**config.mk**
```make
export PLATFORM = sky130hd
export DESIGN_NAME = scl_rate_gen
export DESIGN_NICKNAME = d
export VERILOG_FILES = /design/src/rtl/scl_gen_pkg.sv /design/src/rtl/scl_in_filter.sv /design/src/rtl/scl_tick_div.sv /design/src/rtl/scl_phase_ctrl.sv /design/src/rtl/scl_rate_gen.sv
export SDC_FILE = /design/constraint.sdc
export NUM_CORES = 1
export LEC_CHECK = 0
export BUFFER_PORTS_ARGS = -buffer_cell sky130_fd_sc_hd__buf_2
export CAP_MARGIN = 30
export CORE_MARGIN = 3
export CORE_UTILIZATION = 37
export DETAILED_ROUTE_END_ITERATION = 8
export GPL_ROUTABILITY_DRIVEN = 0
export GPL_TIMING_DRIVEN = 1
export SKIP_LAST_GASP = 1
export SYNTH_ARGS = -nofsm -noshare
export SYNTH_HDL_FRONTEND = slang
export SYNTH_SLANG_ARGS = --single-unit
export TNS_END_PERCENT = 100
```
**constraint.sdc**
```tcl
create_clock -name clk -period 3.1 [get_ports clk]
set_clock_uncertainty 0.1 [all_clocks]
set_input_delay 0.62 -clock clk [delete_from_list [all_inputs] [get_ports clk]]
set_output_delay 0.62 -clock clk [all_outputs]
set_load 0.05 [all_outputs]
```
**src/rtl/scl_gen_pkg.sv**
```systemverilog
package scl_gen_pkg;
  typedef enum logic [1:0] {
    PH_IDLE = 2'd0,
    PH_LOW  = 2'd1,
    PH_WAIT = 2'd2,
    PH_HIGH = 2'd3
  } scl_phase_e;
endpackage

```
**src/rtl/scl_in_filter.sv**
```systemverilog
module scl_in_filter (
  input  logic clk,
  input  logic rst_n,
  input  logic raw_in,
  output logic level
);
  logic sync1_q, sync2_q, level_q;

  always_ff @(posedge clk or negedge rst_n) begin
    if (!rst_n) begin
      sync1_q <= 1'b1;
      sync2_q <= 1'b1;
    end else begin
      sync1_q <= raw_in;
      sync2_q <= sync1_q;
    end
  end

  // accept a new level only when two successive samples agree
  always_ff @(posedge clk or negedge rst_n) begin
    if (!rst_n)                  level_q <= 1'b1;
    else if (sync1_q == sync2_q) level_q <= sync2_q;
  end

  assign level = level_q;
endmodule

```
**src/rtl/scl_tick_div.sv**
```systemverilog
module scl_tick_div #(
  parameter int SEL_W = 3
) (
  input  logic             clk,
  input  logic             rst_n,
  input  logic             restart,
  input  logic [SEL_W-1:0] sel,
  output logic             tick
);
  localparam int CNT_W = (1 << SEL_W) - 1;

  logic [CNT_W-1:0] cnt_q, cnt_d, last_val;

  always_comb begin
    last_val = CNT_W'((1 << sel) - 1);
    tick     = (cnt_q == last_val);
    if (restart || tick) cnt_d = '0;
    else                 cnt_d = cnt_q + 1'b1;
  end

  always_ff @(posedge clk or negedge rst_n) begin
    if (!rst_n) cnt_q <= '0;
    else        cnt_q <= cnt_d;
  end
endmodule

```
**src/rtl/scl_phase_ctrl.sv**
```systemverilog
module scl_phase_ctrl
  import scl_gen_pkg::*;
#(
  parameter int SEL_W = 3,
  parameter int WID_W = 5
) (
  input  logic             clk,
  input  logic             rst_n,
  input  logic             active,
  input  logic             tick,
  input  logic             line_high,
  input  logic [SEL_W-1:0] sel,
  input  logic [WID_W-1:0] low_w,
  input  logic [WID_W-1:0] high_w,
  output logic             restart,
  output logic             drive_low,
  output logic             rise_stb,
  output logic             fall_stb
);
  localparam int PC_W = WID_W + 1;

  scl_phase_e      ph_q, ph_d;
  logic [PC_W-1:0] cnt_q, cnt_d;
  logic [PC_W-1:0] extra, lo_last, hi_last;
  logic [WID_W-1:0] lo_eff, hi_eff;
  logic            drv_d, rise_d, fall_d;
  logic            drv_q, rise_q, fall_q;

  always_comb begin
    lo_eff  = (low_w  == '0) ? WID_W'(1) : low_w;
    hi_eff  = (high_w == '0) ? WID_W'(1) : high_w;
    extra   = (sel == '0) ? PC_W'(4) : PC_W'(3);
    lo_last = {1'b0, lo_eff} + extra - 1'b1;
    hi_last = {1'b0, hi_eff} + extra - 1'b1;
  end

  always_comb begin
    ph_d    = ph_q;
    cnt_d   = cnt_q;
    drv_d   = drv_q;
    rise_d  = 1'b0;
    fall_d  = 1'b0;
    restart = 1'b0;
    if (!active) begin
      ph_d    = PH_IDLE;
      cnt_d   = '0;
      drv_d   = 1'b0;
      restart = 1'b1;
    end else begin
      unique case (ph_q)
        PH_IDLE: begin
          ph_d    = PH_LOW;
          cnt_d   = '0;
          drv_d   = 1'b1;
          fall_d  = 1'b1;
          restart = 1'b1;
        end
        PH_LOW: begin
          if (tick) begin
            if (cnt_q == lo_last) begin
              ph_d    = PH_WAIT;
              cnt_d   = '0;
              drv_d   = 1'b0;
              restart = 1'b1;
            end else begin
              cnt_d = cnt_q + 1'b1;
            end
          end
        end
        PH_WAIT: begin
          restart = 1'b1;
          if (line_high) begin
            ph_d   = PH_HIGH;
            cnt_d  = '0;
            rise_d = 1'b1;
          end
        end
        PH_HIGH: begin
          if (tick) begin
            if (cnt_q == hi_last) begin
              ph_d    = PH_LOW;
              cnt_d   = '0;
              drv_d   = 1'b1;
              fall_d  = 1'b1;
              restart = 1'b1;
            end else begin
              cnt_d = cnt_q + 1'b1;
            end
          end
        end
        default: ph_d = PH_IDLE;
      endcase
    end
  end

  always_ff @(posedge clk or negedge rst_n) begin
    if (!rst_n) begin
      ph_q   <= PH_IDLE;
      cnt_q  <= '0;
      drv_q  <= 1'b0;
      rise_q <= 1'b0;
      fall_q <= 1'b0;
    end else begin
      ph_q   <= ph_d;
      cnt_q  <= cnt_d;
      drv_q  <= drv_d;
      rise_q <= rise_d;
      fall_q <= fall_d;
    end
  end

  assign drive_low = drv_q;
  assign rise_stb  = rise_q;
  assign fall_stb  = fall_q;
endmodule

```
**src/rtl/scl_rate_gen.sv**
```systemverilog
module scl_rate_gen #(
  parameter int SEL_W = 3,
  parameter int WID_W = 5
) (
  input  logic             clk,
  input  logic             rst_n,
  input  logic             xfer_active,
  input  logic             soft_reset,
  input  logic [SEL_W-1:0] presc_sel,
  input  logic [WID_W-1:0] low_width,
  input  logic [WID_W-1:0] high_width,
  input  logic             scl_in,
  output logic             scl_drive_low,
  output logic             scl_rise_stb,
  output logic             scl_fall_stb
);
  logic active, tick, restart, line_high;

  assign active = xfer_active & ~soft_reset;

  scl_in_filter u_filt (
    .clk    (clk),
    .rst_n  (rst_n),
    .raw_in (scl_in),
    .level  (line_high)
  );

  scl_tick_div #(.SEL_W(SEL_W)) u_div (
    .clk     (clk),
    .rst_n   (rst_n),
    .restart (restart),
    .sel     (presc_sel),
    .tick    (tick)
  );

  scl_phase_ctrl #(.SEL_W(SEL_W), .WID_W(WID_W)) u_ctrl (
    .clk       (clk),
    .rst_n     (rst_n),
    .active    (active),
    .tick      (tick),
    .line_high (line_high),
    .sel       (presc_sel),
    .low_w     (low_width),
    .high_w    (high_width),
    .restart   (restart),
    .drive_low (scl_drive_low),
    .rise_stb  (scl_rise_stb),
    .fall_stb  (scl_fall_stb)
  );
endmodule

```
After elaboration in Yosys (flattened, before gate mapping)
Index checks and enable logic that the tools add are counted.
Word-level totals
  bits in registers: 21
  input port bits: 18
  output and inout port bits: 3
  logic and storage cells: 76
Operators by class
  add/sub/neg operators: 7
  equality and inequality tests: 13
  shifts and indexed selects: 1
  muxes and demuxes: 35
  bitwise logic cells: 2
  reduce and logical (&&, ||, !) cells: 9
Operators by type and width (count)
  $mux 6: 6
  $pmux 6 s4: 1
  $ne 3x3->1 const B: 5
  $mux 1: 14
  $add 5x6->6: 2
  $eq 6x6->1: 2
  $mux 2: 6
  $sub 6x1->6 const B: 2
  $logic_not 5->1: 2
  $mux 5: 2
  $reduce_and 5->1: 2
  $pmux 2 s4: 1
  $add 7x1->7 const B: 1
  $eq 7x7->1: 1
  $mux 7: 1
  $shl 1x3->7 const A: 1
  $sub 7x2->7 const B: 1
  $add 6x1->6 const B: 1
  $pmux 1 s3: 2
  $eq 2x2->1 const B: 2
  $ne 4x4->1 const B: 1
  $logic_not 3->1: 1
  $mux 3: 1
  $reduce_and 3->1: 1
  other kinds (8): 8

Longest topological paths before layout
Gate-level depths: netlist of run 1.
  depth after elaboration: 11
  gate-level depth with buffers: 15
  gate-level depth less buffers: 14

Modules after synthesis
Synthesis of run 1 repeated with hierarchy kept, for this count alone.
Second synthesis, totals
  cells, all modules: 191
  area, all modules: 1854.3 um^2
Modules (own cells, without submodules)
  scl_phase_ctrl: instances 1, cells each 138, area an instance 1278.7 um^2, sequential area each 275.3 um^2
  scl_tick_div: instances 1, cells each 48, area an instance 471.7 um^2, sequential area each 175.2 um^2
  scl_in_filter: instances 1, cells each 4, area an instance 90.1 um^2, sequential area each 78.8 um^2
  scl_rate_gen: instances 1, cells each 1, area an instance 13.8 um^2, sequential area each 0.0 um^2

Worst setup path after synthesis of run 1
OpenSTA, ideal clock, no wires.
  path kind: input -> register
  start: in presc_sel[2]
  end: reg u_ctrl.ph_q[0]
  library setup time: 125 ps
  arrival: 3624 ps
  required time: 2875 ps
  setup slack: -749 ps
  stages on the path: 14
  path buffers: 1
  path through: clkbuf_1 -> or3_1 -> inv_1 -> ha_1 -> inv_1 -> ha_1 -> inv_1 -> fa_1 -> xor2_1 -> nand4_1 -> o311a_1 -> a31o_2 -> or2_1 -> mux2_4
On the way
  cells in the longest elaborated chain, start to end: 7
  elaborated cells on any way between the ends: 16
  classes of those cells: add/sub: 5; eq/ne: 7; shift: 1; mux: 1; reduce/logical: 2
Ends and longest elaborated chain
  start: declaration: line scl_rate_gen.sv:9  | input logic [SEL_W-1:0] presc_sel,
  $logic_not 3->1: line scl_phase_ctrl.sv:32  | extra = (sel == '0) ? PC_W'(4) : PC_W'(3);
  $mux 3: line scl_phase_ctrl.sv:32
  $add 5x6->6, on equally long branches: line scl_phase_ctrl.sv:34, scl_phase_ctrl.sv:33
  $sub 6x1->6, on equally long branches: line scl_phase_ctrl.sv:34, scl_phase_ctrl.sv:33
  $eq 6x6->1, on equally long branches: line scl_phase_ctrl.sv:80, scl_phase_ctrl.sv:60
  $ne 3x3->1 (no line)
  $reduce_and 5->1 (no line) *
  end signal: assignment: line scl_phase_ctrl.sv:104  | ph_q <= ph_d;
  end: declaration: line scl_phase_ctrl.sv:22  | scl_phase_e ph_q, ph_d;
Every way passes the cells marked *; elsewhere a longest branch is shown, timed or not.
A chain may end at the register's enable or synchronous reset.

Worst setup path after layout of run 1
  start: in presc_sel[1]
  end: reg u_ctrl.ph_q[0]
Same word-level chain as after synthesis.

==> results of run 1 <==
==> registers in the layout, summed over array words and instances (netlist names) <==
register          flops
u_ctrl.rise_stb       1
u_div.cnt_q           7
u_filt.sync2_q        1
u_filt.level          1
u_ctrl.drive_low      1
u_filt.sync1_q        1
u_ctrl.fall_stb       1
u_ctrl.cnt_q          6
u_ctrl.ph_q           2
==> power by group through the flow <==
| stage | Clock [mW] | Combinational, mW | Sequential [mW] |
|---|---|---|---|
| 6_report | 0.175 | 0.264 | 0.293 |
| 5_1_grt | 0.200 | 0.295 | 0.295 |
| 4_1_cts | 0.183 | 0.245 | 0.293 |
| 3_5_place_dp | 0 | 0.228 | 0.298 |
| 3_3_place_gp | 0 | 0.226 | 0.298 |
| 2_1_floorplan | 0 | 0.147 | 0.305 |
==> worst paths after layout <==
kind / cells past startpoint / end / slack (ps) / start
worst max register to register: 7 / u_ctrl.ph_q[0] / 550 / u_div.cnt_q[0]
min in group clk: 0 / u_filt.sync2_q / 270 / u_filt.sync1_q
max in group asynchronous: 1 / u_filt.level / 2360 / rst_n
worst min register to register: 0 / u_filt.sync2_q / 270 / u_filt.sync1_q
worst min-delay path: 1 / u_ctrl.cnt_q[2] / 200 / rst_n
worst max-delay path: 15 / u_ctrl.ph_q[0] / -360 / presc_sel[1]
==> area by class of cell <==
class	count	area, um^2
timing repair buffer	52	364
tap	67	83.8
fill	453	2320
clock buffer	3	41.3
multi-input combinational	151	1320
inverter	31	124
sequential	21	529
clock inverter	1	5.00
==> cell usage in the layout (no fill, tap or decap), drive strengths merged, types with 3 or more instances in the layout <==
| cell type | n |
|---|---|
| a21oi | 10 |
| and3 | 3 |
| buf | 52 |
| clkbuf | 3 |
| dfrtp | 18 |
| dfstp | 3 |
| ha | 21 |
| inv | 31 |
| nand2 | 11 |
| nand3 | 9 |
| nand4 | 3 |
| nor2 | 14 |
| o21ai | 7 |
| or3 | 4 |
| xnor2 | 18 |
| xor2 | 10 |
==> per-stage QoR <==
stage	utilization [%]	power, mW
CTS	49.7	0.721
floorplan	-	0.452
detailed placement	46.7	0.526
global placement	46.7	0.524
finish	51.5	0.733
global route	51.5	0.790
==> timing repair <==
item                       4_1_cts  5_1_grt
resized for setup               17       17
pin swaps                        6       11
setup endpoints to repair       10       10
buffers inserted                 4        3
==> layer usage <==
layer / global-route usage [%] / up-vias / wire, um / share of wire, %
met5: 0 / - / 0 / 0
met4: 5.25 / 0 / 44 / 1.1
met3: 1.29 / 5 / 62 / 1.5
met2: 25.7 / 20 / 2080 / 51
met1: 19.4 / 784 / 1920 / 47
li1: - / 821 / - / -
==> worst max-delay path, cell delays in order <==
cell	delay, ps
buf_6	90
or3_4	420
inv_6	100
buf_6	100
ha_4	120
inv_4	40
ha_4	150
inv_2	50
fa_2	460
xnor2_2	160
nor3_2	160
nand4_1	180
a31o_4	310
or2_4	260
mux2_4	290
==> cell usage after synthesis (3+ instances only) <==
cell      count
xor2_1       10
nand4_1       3
o21ai_0       7
or3_1         4
xnor2_1      18
and3_1        3
dfrtp_1      18
nor2_1       14
ha_1         21
a21oi_1      10
nand2_1      11
nand3_1       9
inv_1        31
buf_2         3
dfstp_2       3
clkbuf_1      6
==> logic make-up after synthesis <==
| logic type | share of synthesized area (%) |
|---|---|
| AO/OA/AOI/OAI | 14.8 |
| XOR/XNOR | 13.3 |
| adder cells (fa/ha/maj) | 16.9 |
| buffers and inverters | 8.73 |
| flip-flops | 28.6 |
| multiplexers | 1.42 |
| AND/OR/NAND/NOR | 16.3 |
==> results.ini, run 1 <==
[run_status]
status = complete, but fails checks
violations = setup timing

[placed_design]
postPlaceCellArea_um2 = 2230
pre_cts_slack_ps = -669
port_buffers = 20
dp.cells = 317
dp_hpwl_um = 3070

[power_and_ir_drop]
seqPwrFrac_pct = 40.0
leakagePower_nw = 1.12
p_comb_share_pct = 36.1
sw_frac_of_total_pct = 30.6
peakVddDrop_v = 0.000241
clkPwrFrac_pct = 23.9
switchingPower_mw = 0.224
power_density_nw_per_um2 = 297
power.internal_mw = 0.509

[yosys]
synth_top_area_cell = dfrtp_1
synth-edff-count = 0
synth_cell_types = 50
synth_warnings = 0
synth_area_leaders = dfrtp_1 (24%), ha_1 (14%), xnor2_1 (8.5%)
netlist.area_leader.share_pct = 24.4
synth_area_um2 = 1850
yosys_most_used_dff = dfrtp_1
syn_nets = 254
postSynth.asyncResetShare_pct = 100
ys_ff_latch = 21
synth_area_per_cell_um2 = 8.68
syn-instance-count = 213
yosysSeqAreaShare_pct = 28.6

[floorplanning]
rows = 25
initial_utilization_pct = 38.6
die-area_um2 = 5880
die_x_um = 76.7
die_height_um = 76.7
core_um2 = 4790
ios = 21

[timing]
fin_ws_ps = -362
finalHoldViolations = 0
slew_headroom_pct = 65.0
min_period_over_period_pct = 112
fmaxAchievable_mhz = 289
period_minus_slack_ps = 3460
setup_tns_ps = -2160
rsz0062_at_grt = yes
holdWs_ps = 200
setup_viol = 10
finalMaxSlewViolations = 0
tightest_slew_ps = 512

[route]
drt_iter0_markers = 76
wl_per_cell_um = 12.6
routed_wl_um = 4100
drt_pass1_iterations = 4
drc = 0
vias_per_cell = 5.00
vias = 1630
ant_nets = 0

[layout]
stdcell_area_um2 = 2470
final_cells = 326
n_antenna_cell = 0
area_growth_syn_to_layout_pct = 33.4
fin_nets = 301
drive_above_1_share_pct = 35.1

[global_routing]
antenna_found_initial = 0
grt_use_total_pct = 14.9
grt_pass1_vias = 1638
grt_pass1_wl_um = 7270
grt_overflow = 0
grt_max_degree = 22

[clock_tree]
htreeDepth = 1
worstSkewPairLatency_ps = 260
cts_tree = yes
clock-root-buffer = clkbuf_8
cts_buffers = 3
cts_hold_buf = 0
cts_sinks = 21
cts.clk_slew.worst_paths_ps = 70
clk_path_buf_depth = 2

[worst_setup_path]
crit_fanout = 4
path_class = primary input to flip-flop
crit_path_start_kind = primary input
critPathCaptureType = flip-flop
required_ps = 3150
worst_ep_arrival_time_ps = 3510

[job]
drv_cap = 0

[min_path]
min_path_type = primary input to asynchronous set/reset pin

Power figures use the tool's default switching activity.
==> run 2: changes to the inputs <==
--- a/config.mk
+++ b/config.mk
@@ -8,7 +8,7 @@
 export BUFFER_PORTS_ARGS = -buffer_cell sky130_fd_sc_hd__buf_2
 export CAP_MARGIN = 30
 export CORE_MARGIN = 3
-export CORE_UTILIZATION = 37
+export CORE_UTILIZATION = 45
 export DETAILED_ROUTE_END_ITERATION = 8
 export GPL_ROUTABILITY_DRIVEN = 0
 export GPL_TIMING_DRIVEN = 1
==> results.ini, run 2 (synthesis gave the netlist of run 1 again) <==
[power_and_ir_drop]
seqPwrFrac_pct = 41.1  ; +1.1 points
switchingPower_mw = 0.221  ; -1.6%
peakVddDrop_v = 0.000289  ; +20%
clkPwrFrac_pct = 24.7  ; +0.8 points
leakagePower_nw = 1.09  ; -2.6%
power.internal_mw = 0.495  ; -2.8%
power_mw = 0.715  ; -2.4%
sw_frac_of_total_pct = 30.8  ; +0.26 points
p_comb_share_pct = 34.1  ; -2.0 points
power_density_nw_per_um2 = 306  ; +2.9%

[layout]
regMostFlops = u_div.cnt_q
nFillCells = 339  ; -25%
reg_top3 = u_div.cnt_q (7), u_ctrl.cnt_q (6), u_ctrl.ph_q (2)
stdcell_area_um2 = 2340  ; -5.2%
final_common_cell = inv_1
final_cells = 301  ; -7.7%
area_growth_syn_to_layout_pct = 26.5
multiInputGateArea_um2 = 1270  ; -3.5%
mostFrequentLayoutCells = inv_1 (28), buf_4 (25), ha_1 (19)
fin_nets = 295  ; -2.0%
drive_above_1_share_pct = 31.6  ; -3.5 points
regArea_um2 = 529  ; unchanged
n_antenna_cell = 0  ; unchanged
post-route-util_pct = 61.6  ; +10 points
largest_reg_flops = 7  ; unchanged

[placed_design]
dp.cells = 294  ; -7.3%
postPlaceCellArea_um2 = 2180  ; -2.4%
port_buffers = 20  ; unchanged
dp_hpwl_um = 3130  ; +2.2%
pre_cts_slack_ps = -632  ; +36.7 ps

[run_status]
status = complete, but fails checks
violations = setup timing

[clock_tree]
cts_hold_buf = 0  ; unchanged
clk_path_buf_depth = 2  ; unchanged
cts.clk_slew.worst_paths_ps = 70  ; about the same
cts_tree = yes
cts_buffers = 3  ; unchanged
worstSkewPairLatency_ps = 260  ; about the same
cts_sinks = 21  ; unchanged
clock-root-buffer = clkbuf_8
htreeDepth = 1  ; unchanged

[route]
routed_wl_um = 4040  ; -1.6%
drt_pass1_iterations = 4  ; unchanged
vias = 1598  ; -2.0%
wl_per_cell_um = 13.4  ; +6.6%
vias_per_cell = 5.31  ; +6.2%
drt_iter0_markers = 85  ; +12%
ant_nets = 0  ; unchanged
drc = 0  ; unchanged

[timing]
fmaxAchievable_mhz = 289  ; +0.12%
slew_headroom_pct = 67.7  ; +2.7 points
finalMaxSlewViolations = 0  ; unchanged
setup_tns_ps = -2170  ; -10.1 ps
period_minus_slack_ps = 3460  ; -4.26 ps
min_period_over_period_pct = 112  ; -0.14 points
holdWs_ps = 201  ; +0.304 ps
tightest_slew_ps = 483  ; -28.9 ps
finalHoldViolations = 0  ; unchanged
setup_viol = 9  ; -1
fin_ws_ps = -358  ; +4.26 ps
rsz0062_at_grt = yes

[floorplanning]
ios = 21  ; unchanged
rows = 22  ; -12%
die_x_um = 70.1  ; -8.6%
initial_utilization_pct = 48.7  ; +10 points
core_um2 = 3800  ; -21%
die-area_um2 = 4910  ; -16%
die_height_um = 70.1  ; -8.6%

[worst_setup_path]
crit_fanout = 4  ; unchanged
worst_ep_arrival_time_ps = 3500  ; about the same
path_class = primary input to flip-flop
critPathCaptureType = flip-flop
crit_path_start_kind = primary input
required_ps = 3150  ; about the same

[global_routing]
grt_use_total_pct = 17.0  ; +2.1 points
grt_max_degree = 22  ; unchanged
grt_overflow = 0  ; unchanged
antenna_found_initial = 0  ; unchanged
grt_pass1_vias = 1633  ; -0.31%
grt_pass1_wl_um = 7060  ; -2.8%

[job]
drv_cap = 0  ; unchanged

[min_path]
min_path_type = primary input to asynchronous set/reset pin

run 2: changes by cell type in the layout (fill, tap and decap cells not counted), moves of 2 or more:
cell,before,now
ha_4,7,2
inv_1,24,28
a21oi_2,2,5
buf_6,5,3
inv_2,5,2
o21ai_0,4,2
a21oi_1,7,5
buf_4,29,25
ha_1,14,19
o21ai_2,0,2
run 2: critical path: stages:
cell     delay [ps]
buf_6            90
or3_4           410
inv_4            90
ha_4            190
inv_2            60
ha_4            120
inv_2            30
fa_2            530
xor2_1          150
nand4_1         110
o311a_1         310
a31o_4          220
or2_4           260
mux2_4          300
run 2: final cells by class:
type	instances	area share, %
inverters	31	5.08
clock inverters	1	0.214
multi-input cells	151	54.4
repair buffers	46	13.3
well taps	48	2.57
flip-flops and latches	21	22.6
clock buffers	3	1.77
run 2: worst paths after layout:
check,from,endpoint,slack [ps],cells after the start
min,rst_n,u_ctrl.fall_stb,200,1
min in group clk,u_filt.sync1_q,u_filt.sync2_q,270,0
max reg2reg,u_div.cnt_q[2],u_ctrl.ph_q[0],400,7
max,presc_sel[0],u_ctrl.ph_q[0],-360,14
max in group asynchronous,rst_n,u_filt.sync2_q,2360,1
min reg2reg,u_filt.sync1_q,u_filt.sync2_q,270,0
run 2: repair_timing:
| item | 4_1_cts | 5_1_grt |
|---|---|---|
| gates resized for setup | 13 | 12 |
| buffers inserted | 2 | 1 |
| pin swaps | 0 | 3 |
| hold endpoints to repair | 0 | 0 |
| setup endpoints to repair | 10 | 17 |
run 2: power groups by stage:
stage	clock [mW]	combinational (mW)	sequential, mW
CTS	0.182	0.235	0.294
global route	0.191	0.273	0.296
finish	0.177	0.244	0.294
detailed placement	0	0.223	0.299
floorplan	0	0.147	0.305
global placement	0	0.217	0.298
run 2: routing by layer:
metal	vias to the layer above	wire length (um)	global-route usage, %
li1	808	-	-
met1	759	2020	23.0
met2	26	1860	28.8
met3	5	116	1.73
met4	0	45	4.47
met5	-	0	0
==> run 3: changes to the inputs <==
--- a/config.mk
+++ b/config.mk
@@ -7,6 +7,7 @@
 export LEC_CHECK = 0
 export BUFFER_PORTS_ARGS = -buffer_cell sky130_fd_sc_hd__buf_2
 export CAP_MARGIN = 30
+export CORE_ASPECT_RATIO = 0.6
 export CORE_MARGIN = 3
 export CORE_UTILIZATION = 45
 export DETAILED_ROUTE_END_ITERATION = 8
==> results.ini, run 3 (synthesis gave the netlist of run 1 again) <==
[route]
drc = 0  ; unchanged
ant_nets = 0  ; unchanged
maxUsedRoutingLayer = met4
vias = 1598  ; unchanged
drt_iter0_markers = 78  ; -8.2%
wl_met2_um = 1800  ; -3.2%
drt_pass1_iterations = 4  ; unchanged
routed_wl_um = 4250  ; +5.2%
dr_wl_met3_um = 143  ; +23%
vias_per_cell = 5.29  ; -0.33%
met1_length_um = 2230  ; +10%
wl_per_cell_um = 14.1  ; +4.9%

[placed_design]
postPlaceCellArea_um2 = 2190  ; +0.63%
dp.cells = 295  ; +0.34%
dp_hpwl_um = 3290  ; +4.9%
port_buffers = 20  ; unchanged

[worst_setup_path]
crit_path_start_kind = primary input
worst_ep_arrival_time_ps = 3580  ; +80 ps
cp_top_family = simple AND/OR/NAND/NOR gates
r2r_cells = 8  ; +1
crit_fanout = 4  ; unchanged
cpPeakStageDelay_ps = 580  ; +50 ps
critPathCaptureType = flip-flop
r2r_setup_slack_ps = 510  ; +110 ps
cp.depth = 14  ; unchanged
required_ps = 3160  ; about the same
path_class = primary input to flip-flop
critPathSlowestCell = fa_2
crit_path_cell_trace = buf_6, or3_4, inv_6, ha_4, inv_2, ha_4, inv_4, fa_2, xnor2_2, nor3_2, nand4_1, a31o_4, or2_4, mux2_4
timing.rr.end = u_ctrl.ph_q[0]
crit_buf_inv = 4  ; unchanged
r2r_start = u_div.cnt_q[0]
crit_path_frequent_cell = ha_4

[clock_tree]
htreeDepth = 1  ; unchanged
clock-root-buffer = clkbuf_8
cts_sinks = 21  ; unchanged
cts_hold_buf = 0  ; unchanged
cts_buffers = 3  ; unchanged
worstSkewPairLatency_ps = 260  ; about the same
cts.clk_slew.worst_paths_ps = 80  ; about the same
clk_path_buf_depth = 2  ; unchanged
cts_tree = yes

[layout]
mostFrequentLayoutCells = buf_4 (27), inv_1 (26), buf_2 (18), dfrtp_1 (18)
stdcell_area_um2 = 2360  ; +1.1%
final_common_cell = buf_4
area_growth_syn_to_layout_pct = 27.9
fin_nets = 297  ; +0.68%
final_cells = 302  ; +0.33%
reg_top3 = u_div.cnt_q (7), u_ctrl.cnt_q (6), u_ctrl.ph_q (2)
drive_above_1_share_pct = 32.2  ; +0.54 points
regMostFlops = u_div.cnt_q
n_antenna_cell = 0  ; unchanged
largest_reg_flops = 7  ; unchanged

[timing]
setup_tns_ps = -3000  ; -828 ps
finalMaxSlewViolations = 0  ; unchanged
tightest_slew_ps = 524  ; +40.7 ps
slew_headroom_pct = 64.9  ; -2.8 points
fin_ws_ps = -422  ; -64.1 ps
setup_viol = 10  ; +1
fmaxAchievable_mhz = 284  ; -1.8%
finalHoldViolations = 0  ; unchanged
period_minus_slack_ps = 3520  ; +64.1 ps
min_period_over_period_pct = 114  ; +2.1 points
holdWs_ps = 202  ; +1.35 ps
rsz0062_at_grt = yes

[global_routing]
grt_pass1_wl_um = 7200  ; +2.1%
grt_max_degree = 22  ; unchanged
grt_overflow = 0  ; unchanged
grt_pass1_vias = 1607  ; -1.6%
antenna_found_initial = 0  ; unchanged
grt_use_total_pct = 18.6  ; +1.6 points

[power_and_ir_drop]
peakVddDrop_v = 0.000215  ; -25%
power_density_nw_per_um2 = 308  ; +0.78%
power_mw = 0.729  ; +1.9%
leakagePower_nw = 1.09  ; +0.19%

[floorplanning]
initial_utilization_pct = 48.6  ; -0.11 points
ios = 21  ; unchanged
die-area_um2 = 4940  ; +0.51%
core_um2 = 3810  ; +0.23%
die_x_um = 88.8  ; +27%
rows = 17  ; -23%
die_height_um = 55.7  ; -21%

[run_status]
violations = setup timing
status = complete, but fails checks

[job]
drv_cap = 0  ; unchanged

[min_path]
min_path_type = primary input to asynchronous set/reset pin

==> run 3: how the worst max path moves through the flow <==
stage	startpoint	to
finish	presc_sel[1]	u_ctrl.ph_q[0]
global route	presc_sel[1]	u_ctrl.ph_q[0]
CTS	presc_sel[0]	u_ctrl.ph_q[0]
detailed placement	presc_sel[0]	u_ctrl.ph_q[0]
global placement	presc_sel[0]	u_ctrl.ph_q[0]
floorplan	presc_sel[0]	u_ctrl.ph_q[0]
==> run 3: metal layers <==
layer	track usage, %	vias up
met5	0	-
met4	7.33	0
met3	2.66	9
met2	26.2	26
met1	28.1	751
li1	-	812
==> run 3: repair_timing <==
item                       CTS  global route
gates resized for setup     12            15
buffers inserted             2             1
setup endpoints to repair   10            12
pin swaps                    4            11
==> run 3: area by class of cell <==
cell class / count / area (um^2)
flip-flops and latches: 21 / 529
repair buffers: 48 / 327
well taps: 47 / 58.8
fillers: 348 / 1440
inverters: 31 / 124
clock buffers: 4 / 45.0
multi-input cells: 151 / 1280
==> run 3: where the power goes <==
| part | internal [mW] | switching, mW | leakage (nW) | total, mW |
|---|---|---|---|---|
| registers | 0.285 | 0.00850 | 0.280 | 0.293 |
| logic | 0.127 | 0.128 | 0.787 | 0.255 |
| clock network | 0.0917 | 0.0890 | 0.0228 | 0.181 |
==> run 3: metrics by stage <==
stage / worst slack (ps) / util, %
finish: -422 / 62.1
floorplan: -545 / -
detailed placement: -659 / 57.6
global route: -494 / 62.1
global placement: -614 / 57.6
CTS: -366 / 60.5
